File: src/rtl/twh_pkg.sv
package twh_pkg;

  // Handshake sequencer states
  typedef enum logic [1:0] {
    HS_IDLE  = 2'd0,  // waiting for a data line to fall
    HS_ACK_Z = 2'd1,  // acknowledging a 0 bit on the one line
    HS_ACK_O = 2'd2,  // acknowledging a 1 bit on the zero line
    HS_WAIT  = 2'd3   // waiting for both lines to be seen idle
  } hs_state_e;

  // Bit index of each line inside the filtered line vector
  localparam int LN_ZERO = 0;
  localparam int LN_ONE  = 1;
  localparam int LN_CNT  = 2;

endpackage

File: src/rtl/twh_line_filter.sv
module twh_line_filter #(
  parameter int W      = 2,
  parameter int STAGES = 2
) (
  input  logic         clk,
  input  logic         rst,
  input  logic [W-1:0] raw_i,
  output logic [W-1:0] clean_o
);

  for (genvar g = 0; g < W; g++) begin : g_line
    logic [STAGES-1:0] chain;
    logic              hist;
    logic              level;

    always_ff @(posedge clk) begin
      if (rst) begin
        chain <= '1;
        hist  <= 1'b1;
        level <= 1'b1;
      end else begin
        chain <= {chain[STAGES-2:0], raw_i[g]};
        hist  <= chain[STAGES-1];
        // take the synchronized level only once it has held for a cycle
        if (chain[STAGES-1] == hist) level <= hist;
      end
    end

    assign clean_o[g] = level;
  end

endmodule

File: src/rtl/twh_hs_fsm.sv
module twh_hs_fsm
  import twh_pkg::*;
(
  input  logic clk,
  input  logic rst,
  input  logic zero_hi_i,
  input  logic one_hi_i,
  output logic pull_zero_o,
  output logic pull_one_o,
  output logic bit_stb_o,
  output logic bit_val_o,
  output logic err_o
);

  hs_state_e st;

  always_ff @(posedge clk) begin
    if (rst) begin
      st          <= HS_IDLE;
      pull_zero_o <= 1'b0;
      pull_one_o  <= 1'b0;
      bit_stb_o   <= 1'b0;
      bit_val_o   <= 1'b0;
      err_o       <= 1'b0;
    end else begin
      bit_stb_o <= 1'b0;
      err_o     <= 1'b0;
      unique case (st)
        HS_IDLE: begin
          if (!zero_hi_i && !one_hi_i) begin
            err_o <= 1'b1;
            st    <= HS_WAIT;
          end else if (!zero_hi_i) begin
            bit_stb_o  <= 1'b1;
            bit_val_o  <= 1'b0;
            pull_one_o <= 1'b1;
            st         <= HS_ACK_Z;
          end else if (!one_hi_i) begin
            bit_stb_o   <= 1'b1;
            bit_val_o   <= 1'b1;
            pull_zero_o <= 1'b1;
            st          <= HS_ACK_O;
          end
        end
        HS_ACK_Z: begin
          if (zero_hi_i) begin
            pull_one_o <= 1'b0;
            st         <= HS_WAIT;
          end
        end
        HS_ACK_O: begin
          if (one_hi_i) begin
            pull_zero_o <= 1'b0;
            st          <= HS_WAIT;
          end
        end
        HS_WAIT: begin
          if (zero_hi_i && one_hi_i) st <= HS_IDLE;
        end
        default: st <= HS_IDLE;
      endcase
    end
  end

endmodule

File: src/rtl/twh_deser.sv
module twh_deser #(
  parameter int DATA_W = 8
) (
  input  logic              clk,
  input  logic              rst,
  input  logic              bit_stb_i,
  input  logic              bit_val_i,
  input  logic              abort_i,
  output logic [DATA_W-1:0] byte_o,
  output logic              byte_vld_o,
  output logic              byte_ctx_o
);

  localparam int FRAME_BITS = DATA_W + 1;
  localparam int CNT_W      = $clog2(DATA_W);
  localparam int RUN_W      = $clog2(FRAME_BITS + 1);
  localparam logic [CNT_W-1:0] LAST_IDX = CNT_W'(DATA_W - 1);
  localparam logic [RUN_W-1:0] RUN_MAX  = RUN_W'(FRAME_BITS);

  logic              in_frame;
  logic [CNT_W-1:0]  data_cnt;
  logic [DATA_W-1:0] shreg;
  logic [RUN_W-1:0]  zero_run;
  logic [RUN_W-1:0]  run_nxt;
  logic              ctx_pend;
  logic [DATA_W-1:0] shreg_nxt;

  always_comb begin
    if (bit_val_i)               run_nxt = '0;
    else if (zero_run == RUN_MAX) run_nxt = zero_run;
    else                         run_nxt = zero_run + 1'b1;
    shreg_nxt = {shreg[DATA_W-2:0], bit_val_i};
  end

  always_ff @(posedge clk) begin
    if (rst) begin
      in_frame   <= 1'b0;
      data_cnt   <= '0;
      shreg      <= '0;
      zero_run   <= '0;
      ctx_pend   <= 1'b0;
      byte_o     <= '0;
      byte_vld_o <= 1'b0;
      byte_ctx_o <= 1'b0;
    end else begin
      byte_vld_o <= 1'b0;
      byte_ctx_o <= 1'b0;
      if (abort_i) begin
        in_frame <= 1'b0;
        data_cnt <= '0;
        zero_run <= '0;
      end else if (bit_stb_i) begin
        zero_run <= run_nxt;
        if (run_nxt == RUN_MAX) begin
          // marker: realign and mark the next byte as a context value
          in_frame <= 1'b0;
          data_cnt <= '0;
          ctx_pend <= 1'b1;
        end else if (!in_frame) begin
          if (bit_val_i) begin
            in_frame <= 1'b1;
            data_cnt <= '0;
          end
        end else begin
          shreg <= shreg_nxt;
          if (data_cnt == LAST_IDX) begin
            in_frame   <= 1'b0;
            data_cnt   <= '0;
            byte_o     <= shreg_nxt;
            byte_vld_o <= 1'b1;
            byte_ctx_o <= ctx_pend;
            ctx_pend   <= 1'b0;
          end else begin
            data_cnt <= data_cnt + 1'b1;
          end
        end
      end
    end
  end

endmodule

File: src/rtl/twh_rx.sv
module twh_rx
  import twh_pkg::*;
#(
  parameter int DATA_W      = 8,
  parameter int SYNC_STAGES = 2
) (
  input  logic              clk,
  input  logic              rst,
  input  logic              zero_ln_i,
  input  logic              one_ln_i,
  output logic              pull_zero_o,
  output logic              pull_one_o,
  output logic [DATA_W-1:0] rx_byte_o,
  output logic              rx_valid_o,
  output logic              rx_ctx_o,
  output logic              rx_err_o
);

  logic [LN_CNT-1:0] raw_ln;
  logic [LN_CNT-1:0] clean_ln;
  logic              bit_stb;
  logic              bit_val;
  logic              line_err;

  assign raw_ln[LN_ZERO] = zero_ln_i;
  assign raw_ln[LN_ONE]  = one_ln_i;

  twh_line_filter #(
    .W      (LN_CNT),
    .STAGES (SYNC_STAGES)
  ) u_filt (
    .clk     (clk),
    .rst     (rst),
    .raw_i   (raw_ln),
    .clean_o (clean_ln)
  );

  twh_hs_fsm u_hs (
    .clk         (clk),
    .rst         (rst),
    .zero_hi_i   (clean_ln[LN_ZERO]),
    .one_hi_i    (clean_ln[LN_ONE]),
    .pull_zero_o (pull_zero_o),
    .pull_one_o  (pull_one_o),
    .bit_stb_o   (bit_stb),
    .bit_val_o   (bit_val),
    .err_o       (line_err)
  );

  twh_deser #(
    .DATA_W (DATA_W)
  ) u_deser (
    .clk        (clk),
    .rst        (rst),
    .bit_stb_i  (bit_stb),
    .bit_val_i  (bit_val),
    .abort_i    (line_err),
    .byte_o     (rx_byte_o),
    .byte_vld_o (rx_valid_o),
    .byte_ctx_o (rx_ctx_o)
  );

  assign rx_err_o = line_err;

endmodule

File: config.mk
export PLATFORM = sky130hd
export DESIGN_NAME = twh_rx
export DESIGN_NICKNAME = d
export VERILOG_FILES = /design/src/rtl/twh_pkg.sv /design/src/rtl/twh_line_filter.sv /design/src/rtl/twh_hs_fsm.sv /design/src/rtl/twh_deser.sv /design/src/rtl/twh_rx.sv
export SDC_FILE = /design/constraint.sdc
export NUM_CORES = 1
export LEC_CHECK = 0
export BUFFER_PORTS_ARGS = -buffer_cell sky130_fd_sc_hd__buf_2
export CORE_MARGIN = 2
export CORE_UTILIZATION = 35
export CTS_BUF_LIST = sky130_fd_sc_hd__clkbuf_8
export DETAILED_ROUTE_END_ITERATION = 16
export PLACE_DENSITY = 0.5
export SLEW_MARGIN = 20
export SYNTH_ARGS = -nofsm -noshare
export SYNTH_HDL_FRONTEND = slang
export SYNTH_SLANG_ARGS = --single-unit
File: constraint.sdc
create_clock -name clk -period 4.5 [get_ports clk]
set_input_delay 0.45 -clock clk [delete_from_list [all_inputs] [get_ports clk]]
set_output_delay 0.45 -clock clk [all_outputs]
set_load 0.01 [all_outputs]
# After elaboration in Yosys (flattened, before gate mapping)
# Index checks and enable logic that the tools add are counted.
# classes
n_addsub	2
eq_ne	17
n_mux	34
bitwise_logic	7
n_reduce_logical	23
# ops
operator	count
$mux W1	19
$reduce_and A4 Y1	4
$ne A2 B2 Y1 const B	7
$mux W2	6
$mux W3	4
$reduce_and A5 Y1	2
$eq A4 B4 Y1 const B	2
$mux W4	2
$pmux W2 S4	1
$reduce_bool A2 Y1	4
$not A1 Y1	7
$reduce_or A6 Y1	1
$reduce_or A5 Y1	1
$add A4 B1 Y4 const B	1
$eq A2 B2 Y1 const B	2
$ne A4 B3 Y1 const B	1
$pmux W1 S2	2
$reduce_or A2 Y1	2
$add A3 B1 Y3 const B	1
$eq A3 B3 Y1 const B	1
$reduce_and A3 Y1	1
$reduce_bool A3 Y1	1
$reduce_or A3 Y1	1
$eq A1 B1 Y1	2
6 further kinds	8
# totals
ff_bits	41
output_inout_bits	13
wordCells	103

# Longest topological paths before layout
# logic_depth
ltp_word	6
ltp_mapped	7

# Cells and area by module
# Synthesis repeated with hierarchy kept, for this count alone.
# hier_totals
hier_cells	245
hier_area_um2	2187.1
# by_module_without_submodules
module	instances	cells_per_inst	area_each_um2
twh_deser	1	173	1471.4
twh_hs_fsm	1	50	470.5
twh_line_filter	1	22	245.2

# Worst setup path before layout
# Ideal clock, no wire load.
# synth_path
kind	reg-to-reg
from	register u_deser.zero_run[1]
to	register u_deser.shreg[3]
setup_time_ns	0.120
t_arrival_ns	1.732
path_slack_ns	2.647
path_stages_with_launch	8
path_buffers	1
path_cell_list	dfxtp_1 -> inv_1 -> ha_1 -> or3_1 -> a22o_2 -> o31a_1 -> buf_6 -> mux2i_1
# synth_between
elab_chain_cells	6
word_cells_on_any_way	7
cone_classes	1 x add/sub; 2 x eq/ne; 2 x mux; 1 x bitwise; 1 x reduce/logical
# synth_lines
item	line_no	text
from (decl)	twh_deser.sv:23	logic [RUN_W-1:0] zero_run;
from (signal assigned)	twh_deser.sv:53	zero_run <= run_nxt;
$add A4 B1 Y4 or $eq A4 B4 Y1 (tied branches)	twh_deser.sv:31, twh_deser.sv:30	
$mux W4 *	twh_deser.sv:30	else if (zero_run == RUN_MAX) run_nxt = zero_run;
$mux W4 *	twh_deser.sv:29	if (bit_val_i) run_nxt = '0;
$eq A4 B4 Y1 *	twh_deser.sv:54	if (run_nxt == RUN_MAX) begin
$not A1 Y1 (no line) *	--	
$reduce_and A4 Y1 (no line) *	--	
to (signal assigned)	twh_deser.sv:65	shreg <= shreg_nxt;
to (decl)	twh_deser.sv:22	logic [DATA_W-1:0] shreg;
# Mark *: on every way between the ends. The rest lies on a longest branch, timed or not.
# A chain may end at the register's enable or synchronous reset.

# Worst setup path in the final report
# layout_path
from	register u_deser.zero_run[0]
to	register u_deser.shreg[4]
# The elaborated chain is that of the path after synthesis.

==> results.cfg <==
[outcome]
status = finished, final reports clean

[synthesis]
synth_ff_type = dfxtp_1
synthCells = 204
async_flop_share_pct = 0
synth-seq-area-share_pct = 41.8
synth_warnings = 0
yosys_register_bits = 41
synth.net_count = 220
syn_area_per_cell_sq_um = 9.62
synth_area_sq_mm = 0.00196
yosysUniqueCellTypes = 43
synth_edf_count = 0

[finish]
final_nets = 234
stdcell_count = 291
layout-drive-gt1-share_pct = 19.2
mostFrequentLayoutCells = 41 x dfxtp_1, 19 x nand2b_1, 18 x mux2i_1
mostFrequentLayoutCell = dfxtp_1
antenna_cells = 0
areaGrowthSynthToFinish_pct = 10.8
num-fill-cells = 563

[place]
numPlacedInstances = 283
dpl.hpwl_um = 2430
dp_slack_ns = 2.28
port-buffer-count = 16
gp_congestion = 0.762

[sta]
hold-worst-slack_ns = 0.329
min_period_ns = 2.21
setup_viol = 0
fin_crit_sh_pct = 49.2
tightest_slew_ns = 0.527
slew_headroom_pct = 64.8
drv_slew = 0
hold_viol = 0
fin_worst_skew_ns = 0.00583
max_freq_mhz = 451
layout_setup_ws_ns = 2.29
tns_ns = 0
rsz0062_at_grt = false

[power]
p_leak_uw = 0.000861
swShare_pct = 28.2
p_seq_share_pct = 52.0
p_comb_share_pct = 14.4
power_density_mw_per_mm2 = 337
p_int_uw = 527
clockPowerShare_pct = 33.6
ir_worst_vdd_uv = 159
p_total_uw = 734
switching_power_uw = 207

[setup_path]
rrSetupSlack_ns = 2.29
critPathArrivalTime_ns = 2.45
r2r-start = u_deser.zero_run[0]
crit_required_ns = 4.73
worst-path-max-fanout = 8
critPathKind = reg2reg
cp-start-kind = flip-flop
cp-end-kind = flip-flop
crit_path_start = u_deser.zero_run[0]

[floorplan]
rows = 27
die_area_sq_mm = 0.00622
die_h_um = 78.9
start_util_pct = 35.9
io_pins = 17
die_w_um = 78.9
core_area_sq_mm = 0.00547

[detailed_routing]
wl_per_cell_um = 12.2
dr.pass1.iters = 6
vias = 1421
drtIter0Drc = 32
drc = 0
ant_nets = 0
wl_um = 3550
viasPerCell = 4.88

[clock_tree]
htree_levels = 2
clk_latency_ns = 0.30
postCtsSetupBuffers = 0
numCtsBuffers = 5
clockRootBuffer = clkbuf_8
cts_max_path_buffers = 2
cts_sinks = 41
hold_buffers = 0
cts_resized = 0
cts_tree = yes
clkTransAtPathRegs_ns = 0.09

[grt]
grt_pass1_vias = 1327
antenna_found_initial = 0
grt_start_max_net_pins = 37
grt_use_total_pct = 12.8
grt_pass1_wl_um = 6290
grt.overflow.total = 0

[min_path]
hold_start = zero_ln_i
hp-class = in2reg

[run]
cap_viol_max_count = 0
registers in the layout, indices dropped and copies added, names as in the netlist, 2 cells and up:
register and flops:
u_filt.g_line.hist 2, u_deser.byte_o 8, u_deser.shreg 7, u_filt.g_line.chain 4
u_hs.st 2, u_deser.data_cnt 3, u_deser.zero_run 4, u_filt.g_line.level 2
cells in the mapped netlist (4+ instances only):
| master | number | area (sq um) |
|---|---|---|
| a21oi_1 | 11 | 55.1 |
| clkbuf_1 | 6 | 22.5 |
| dfxtp_1 | 41 | 821 |
| ha_1 | 12 | 150 |
| inv_1 | 12 | 45.0 |
| mux2i_1 | 18 | 180 |
| nand2_1 | 7 | 26.3 |
| nand2b_1 | 19 | 119 |
| nand3b_1 | 5 | 37.5 |
| nor2_1 | 13 | 48.8 |
| o21ai_0 | 6 | 30.0 |
| o31ai_1 | 4 | 30.0 |
| or2_2 | 7 | 43.8 |
power groups by stage:
stage / Clock [uW] / Sequential (uW) / Combinational (uW)
6_report: 247 / 382 / 105
3_5_place_dp: 0 / 391 / 106
2_1_floorplan: 0 / 388 / 87.6
3_3_place_gp: 0 / 390 / 108
5_1_grt: 272 / 383 / 125
4_1_cts: 258 / 382 / 107
final cells by class:
cell class,instances,area (sq um),area share (%)
clock inverter,3,22.5,1.04
inverter,12,45.0,2.07
timing repair buffer,16,80.1,3.68
multi-input combinational,142,1050,48.2
clock buffer,5,68.8,3.16
sequential,41,821,37.7
tap,72,90.1,4.14
kinds of logic (layout without fill, tap and decap cells):
group	count (synthesis)	in the layout	share of synthesized area (%)
simple gates	72	72	22.1
flops	41	41	41.8
compound gates	38	38	13.3
buf+inv	21	36	4.84
mux	20	20	10.3
fa+ha+maj	12	12	7.65
layer usage:
layer / vias up / share of wire [%] / global-route usage (%)
li1: 740 / - / -
met1: 661 / 51 / 17.2
met2: 15 / 44 / 19.1
met3: 5 / 2.8 / 3.75
met4: 0 / 1.8 / 5.17
met5: - / 0 / 0
worst max-delay path, stage by stage, from the launching register on:
cell,delay [ns]
dfxtp_1,0.47
ha_1,0.28
nand3b_1,0.16
a211oi_2,0.50
o31a_1,0.50
mux2i_1,0.23
worst paths after layout:
check | to | cells past startpoint
min | u_filt.g_line[0].chain[0] | 2
max reg2reg | u_deser.shreg[4] | 5
max | u_deser.shreg[4] | 5
min reg2reg | u_filt.g_line[0].chain[1] | 1
through the flow:
step | utilization, % | instance area [sq um]
floorplan | - | 1960
global placement | 38.1 | 2080
detailed placement | 38.1 | 2080
CTS | 39.7 | 2170
global route | 39.7 | 2170
finish | 39.7 | 2170
Note: power is estimated with default switching activity, not from simulation.
